==> src/rtl/crc16w_pkg.sv <==
package crc16w_pkg;

    typedef enum logic [1:0] {
        ST_IDLE   = 2'd0,
        ST_RUN    = 2'd1,
        ST_CLOSED = 2'd2
    } crc16w_state_e;

    typedef enum logic [1:0] {
        SEL_HOLD = 2'd0,
        SEL_LOAD = 2'd1,
        SEL_FOLD = 2'd2
    } crc16w_sel_e;

endpackage

==> src/rtl/crc16w_step.sv <==
module crc16w_step #(
    parameter int            CRC_W = 16,
    parameter logic [15:0]   POLY  = 16'h1021,
    parameter int            DW    = 16
) (
    input  logic [CRC_W-1:0] crc_in,
    input  logic [DW-1:0]    din,
    output logic [CRC_W-1:0] crc_out
);
    // Unrolled MSB-first serial update
    always_comb begin
        logic [CRC_W-1:0] acc;
        acc = crc_in;
        for (int i = DW - 1; i >= 0; i--) begin
            if (acc[CRC_W-1] ^ din[i]) begin
                acc = {acc[CRC_W-2:0], 1'b0} ^ POLY[CRC_W-1:0];
            end else begin
                acc = {acc[CRC_W-2:0], 1'b0};
            end
        end
        crc_out = acc;
    end
endmodule

==> src/rtl/crc16w_fsm.sv <==
module crc16w_fsm
    import crc16w_pkg::*;
(
    input  logic        clk,
    input  logic        rst_n,
    input  logic        sof_i,
    input  logic        word_vld_i,
    input  logic        chk_vld_i,
    input  logic        crc_eq_i,
    output crc16w_sel_e sel_o,
    output logic        frame_o,
    output logic        done_o,
    output logic        mism_o
);
    crc16w_state_e state_q, state_d;
    logic          chk_take;

    assign chk_take = (state_q == ST_RUN) && chk_vld_i && !sof_i;

    // State register
    always_ff @(posedge clk or negedge rst_n) begin
        if (!rst_n) state_q <= ST_IDLE;
        else        state_q <= state_d;
    end

    // Next state
    always_comb begin
        state_d = state_q;
        unique case (state_q)
            ST_IDLE: begin
                if (sof_i) state_d = ST_RUN;
            end
            ST_RUN: begin
                if (sof_i)          state_d = ST_RUN;
                else if (chk_vld_i) state_d = ST_CLOSED;
            end
            ST_CLOSED: begin
                if (sof_i) state_d = ST_RUN;
            end
            default: state_d = ST_IDLE;
        endcase
    end

    // Register select
    always_comb begin
        if (sof_i)                                       sel_o = SEL_LOAD;
        else if (state_q == ST_RUN && !chk_vld_i && word_vld_i) sel_o = SEL_FOLD;
        else                                             sel_o = SEL_HOLD;
    end

    assign frame_o = (state_q == ST_RUN);

    // Registered outputs
    always_ff @(posedge clk or negedge rst_n) begin
        if (!rst_n) begin
            done_o <= 1'b0;
            mism_o <= 1'b0;
        end else begin
            done_o <= chk_take;
            mism_o <= chk_take && !crc_eq_i;
        end
    end
endmodule

==> src/rtl/crc16w_engine.sv <==
module crc16w_engine
    import crc16w_pkg::*;
#(
    parameter int          CRC_W    = 16,
    parameter int          DATA_W   = 16,
    parameter int          LANE_W   = 8,
    parameter logic [15:0] POLY     = 16'h1021,
    parameter logic [15:0] PRESET_A = 16'hFFFF,
    parameter logic [15:0] PRESET_B = 16'h0000
) (
    input  logic              clk,
    input  logic              rst_n,
    input  logic              sof_i,
    input  logic              alg_sel_i,
    input  logic              word_vld_i,
    input  logic              byte_mode_i,
    input  logic              chk_vld_i,
    input  logic [DATA_W-1:0] word_i,
    output logic [CRC_W-1:0]  crc_o,
    output logic              frame_o,
    output logic              chk_done_o,
    output logic              mism_o
);
    localparam logic [CRC_W-1:0] P_A = PRESET_A[CRC_W-1:0];
    localparam logic [CRC_W-1:0] P_B = PRESET_B[CRC_W-1:0];

    logic [CRC_W-1:0] crc_q, crc_d, preset, base, fold_w, fold_b, folded;
    crc16w_sel_e      sel;
    logic             crc_eq;

    assign preset = alg_sel_i ? P_B : P_A;
    assign base   = (sel == SEL_LOAD) ? preset : crc_q;
    assign crc_eq = (word_i[CRC_W-1:0] == crc_q);

    crc16w_step #(.CRC_W(CRC_W), .POLY(POLY), .DW(DATA_W)) u_step_word (
        .crc_in (base),
        .din    (word_i),
        .crc_out(fold_w)
    );

    crc16w_step #(.CRC_W(CRC_W), .POLY(POLY), .DW(LANE_W)) u_step_lane (
        .crc_in (base),
        .din    (word_i[LANE_W-1:0]),
        .crc_out(fold_b)
    );

    assign folded = byte_mode_i ? fold_b : fold_w;

    always_comb begin
        unique case (sel)
            SEL_LOAD: crc_d = word_vld_i ? folded : preset;
            SEL_FOLD: crc_d = folded;
            default:  crc_d = crc_q;
        endcase
    end

    always_ff @(posedge clk or negedge rst_n) begin
        if (!rst_n) crc_q <= P_A;
        else        crc_q <= crc_d;
    end

    crc16w_fsm u_fsm (
        .clk       (clk),
        .rst_n     (rst_n),
        .sof_i     (sof_i),
        .word_vld_i(word_vld_i),
        .chk_vld_i (chk_vld_i),
        .crc_eq_i  (crc_eq),
        .sel_o     (sel),
        .frame_o   (frame_o),
        .done_o    (chk_done_o),
        .mism_o    (mism_o)
    );

    assign crc_o = crc_q;
endmodule

==> config.mk <==
export PLATFORM = sky130hd
export DESIGN_NAME = crc16w_engine
export DESIGN_NICKNAME = d
export VERILOG_FILES = /design/src/rtl/crc16w_pkg.sv /design/src/rtl/crc16w_step.sv /design/src/rtl/crc16w_fsm.sv /design/src/rtl/crc16w_engine.sv
export SDC_FILE = /design/constraint.sdc
export NUM_CORES = 1
export LEC_CHECK = 0
export BUFFER_PORTS_ARGS = -buffer_cell sky130_fd_sc_hd__buf_2
export CORE_AREA = 2 2 77 79
export DETAILED_ROUTE_END_ITERATION = 8
export DIE_AREA = 0 0 79 81
export PLACE_DENSITY = 0.68
export RECOVER_POWER = 100
export REMOVE_ABC_BUFFERS = 1
export SYNTH_ARGS = -nofsm -noshare
export SYNTH_HDL_FRONTEND = slang
export SYNTH_SLANG_ARGS = --single-unit
export TNS_END_PERCENT = 100
==> constraint.sdc <==
create_clock -name clk -period 2.7 [get_ports clk]
set_input_delay 0.135 -clock clk [delete_from_list [all_inputs] [get_ports clk]]
set_output_delay 0.135 -clock clk [all_outputs]
set_load 0.01 [all_outputs]
==> metrics.csv <==
stage,metric,value,unit
pwr,sequential share of power,0.254,
pwr,Peak VDD IR,0.000442,V
min_path,hold path startpoint,chk_vld_i,
clock_network,clk buf depth,2,
timing,minimum clock period,2.47,ns
worst_setup_path,CP most frequent cell,xnor3_1,
synth,post-synthesis async set-or-reset flop share,1.00,
synth,Synth Cell Area,2440,um2
placed_design,RePlAce Congestion,0.871,
route,initial DRC count,165,
grt,initial antenna violation count,0,
synth,Syn Area/Cell,8.55,um2
synth,"top cells by area, synth","dfstp_2, xnor2_1, xor2_1, xnor3_1, dfrtp_1",
min_path,hold endpoint,u_fsm.state_q[1],
route,Pre-antenna DRT Iters,4,
route,post-route ant nets,0,
floorplan,Rows,28,
route,final wirelength,7.02,mm
layout,"commonest non-fill, non-tap cell in the layout",xnor2_1,
worst_setup_path,Crit Path Class,reg2reg,
route,routed vias/inst,5.80,
pwr,LEAKAGE,1.08,nW
floorplan,chip height,81,um
grt,first-pass GRT wire length,10.9,mm
floorplan,Ports,42,
clock_network,CTS tree,built,
worst_setup_path,Worst Path Max Fanout,7,
timing,Rel. slew slack,0.179,
timing,RSZ-0062 raised after global routing,false,
synth,Yosys warning count,0,
route,Vias,2262,
synth,Synth Register Bits,20,
run_status,status,finished clean,
timing,Pins Over Slew Limit,0,
grt,pin count of the biggest net entering global routing,21,
pwr,Clk pwr share,0.091,
floorplan,Initial Util,0.431,
floorplan,core area,5680,um2
run,MaxCap Viol Count,0,
layout,ant diodes,0,
worst_setup_path,WP buf/inv,0,
worst_setup_path,R2R Path Start,crc_o[15],
layout,area delta synth->final,10.1,%
grt,global route total overflow,0,
worst_setup_path,CP cell instances,"xor2_1, and2_1, xnor3_1, xnor3_1, and3_1, or3_1",
clock_network,Root Driver,clkbuf_8,
layout,most frequent cells in the layout,"xnor2_1, buf_2, xor2_1",
placed_design,DP Wirelength,5.31,mm
clock_network,H-tree depth,1,
timing,crit share post-route,0.915,
clock_network,Clock Latency Late Sink,0.27,ns
synth,sequential fraction of the synthesis area,0.213,
synth,number of flops mapped to enable cells by yosys,0,
placed_design,I/O Buffers,41,
pwr,Internal,0.00136,W
clock_network,clock sinks,20,
floorplan,Die ar.,6400,um2
worst_setup_path,WP data required,2.90,ns
worst_setup_path,R2R depth,6,
synth,top_reg_cell synth,dfstp_2,
worst_setup_path,"Arr. time, crit path",2.67,ns
synth,top-area cell type share of the netlist area,0.172,
clock_network,# Post-CTS Setup Buffers,0,
pwr,Power Dens Cells,924,nW/um2
route,Remaining DRCs,0,
layout,share of layout cells above drive strength 1,0.152,
timing,fmax,405,MHz
layout,Final #Nets,339,
pwr,combinational share of power,0.655,
timing,final hold vios,0,
timing,Hold Slack,0.135,ns
pwr,switch share,0.454,
worst_setup_path,Setup crit start kind,register,
min_path,Hold Path Stages,3,
timing,setup tns final,0,ns
synth,Synth area leader,dfstp_2,
grt,GRT Util Overall,0.225,
worst_setup_path,Crit path max-delay family,XOR/XNOR gates,
worst_setup_path,R2R Setup Slk,0.23,ns
worst_setup_path,Worst R2R End,crc_o[8],
worst_setup_path,Worst path max stage delay,0.70,ns
clock_network,Post-CTS Resized,0,
worst_setup_path,"Slowest-stage cell, CP",dfstp_1,
synth,Syn Inst Count,286,
clock_network,CTS buffer count,3,
worst_setup_path,stages on the worst setup path,6,
timing,Worst-Margin Slew,1.23,ns
timing,skew final,0.00305,ns
min_path,worst hold path type,in2reg,
floorplan,Die Span X,79,um
grt,vias in the first global route,2127,
synth,Synth cell types,46,
timing,final setup fails,0,
worst_setup_path,critical path capture point type,register,
pwr,Net Switching,0.00113,W
route,Wirelength per Cell,18.0,um
clock_network,hold-fix buffer count after cts,1,
clock_network,clk slew on worst S/H paths,0.09,ns
-- synthesized netlist by cell type, types with 5 or more instances --
| cell type | instances |
|---|---|
| xnor2_1 | 48 |
| nor2_1 | 24 |
| nand2_1 | 12 |
| a31oi_1 | 5 |
| or3_1 | 5 |
| nor2b_1 | 8 |
| nor3_1 | 7 |
| dfstp_2 | 16 |
| o21ai_0 | 12 |
| buf_2 | 12 |
| a21oi_1 | 14 |
| a211oi_1 | 8 |
| xnor3_1 | 6 |
| o211a_1 | 6 |
| xor2_1 | 25 |
| o21a_1 | 9 |
| clkbuf_1 | 7 |
| o221ai_1 | 5 |
-- state kept, by name (all words and copies together) (netlist names) --
name           count
crc_o             16
u_fsm.state_q      2
u_fsm.done_o       1
u_fsm.mism_o       1
-- routing by layer --
layer / global-route usage / wire length, um / vias up / share of wire
met3: 0.0222 / 469 / 19 / 0.067
met2: 0.370 / 3320 / 101 / 0.47
met4: 0.117 / 261 / 0 / 0.037
met5: 0 / 0 / - / 0
li1: - / - / 1069 / -
met1: 0.293 / 2970 / 1073 / 0.42
-- stage by stage --
step | cells | power [W] | instance area [um2] | util | setup WS [ns]
after floorplan | 264 | 0.00189 | 2320 | - | 0.458
after global routing | 390 | 0.00264 | 2690 | 0.474 | 0.117
after detailed placement | 385 | 0.00231 | 2660 | 0.468 | 0.320
after CTS | 390 | 0.00254 | 2710 | 0.478 | 0.311
final | 390 | 0.00249 | 2690 | 0.474 | 0.229
after global placement | 385 | 0.00228 | 2660 | 0.468 | 0.416
-- worst min-delay path: stages --
cell and delay [ns]:
buf_2 0.09, a21oi_1 0.06, nor2_1 0.08
-- cell type report --
type                            count  area (um2)
Fill cell                         587        2980
Inverter                            4        15.0
Tap cell                           75        93.8
Timing Repair Buffer               47         248
Multi-Input combinational cell    240        1770
Sequential cell                    20         520
Clock buffer                        4        45.0
-- power groups by stage --
stage	Sequential [W]	Clock (W)	Combinational, W
floorplan	0.000655	0	0.00123
global placement	0.000654	0	0.00162
detailed placement	0.000665	0	0.00164
CTS	0.000659	0.000222	0.00165
global route	0.000652	0.000234	0.00175
finish	0.000633	0.000225	0.00163
-- worst max path at each step --
stage                    from  endpoint  slack [ns]
floorplan           crc_o[15]  crc_o[8]        0.46
global placement    crc_o[15]  crc_o[8]        0.42
detailed placement  crc_o[15]  crc_o[8]        0.32
CTS                 crc_o[15]  crc_o[8]        0.31
global route        crc_o[15]  crc_o[8]        0.12
finish              crc_o[15]  crc_o[8]        0.23
-- logic make-up (layout without fill, tap and decap cells) --
kind of cell / Yosys count / in the layout / share of synthesized area
AOI/OAI and AO/OA: 78 / 78 / 0.216
xor gates and xnor gates: 83 / 83 / 0.351
buffers and inverters: 26 / 55 / 0.0563
DFF: 20 / 20 / 0.213
and+or+nand+nor: 79 / 79 / 0.164
(Power assumes the default switching activity.)
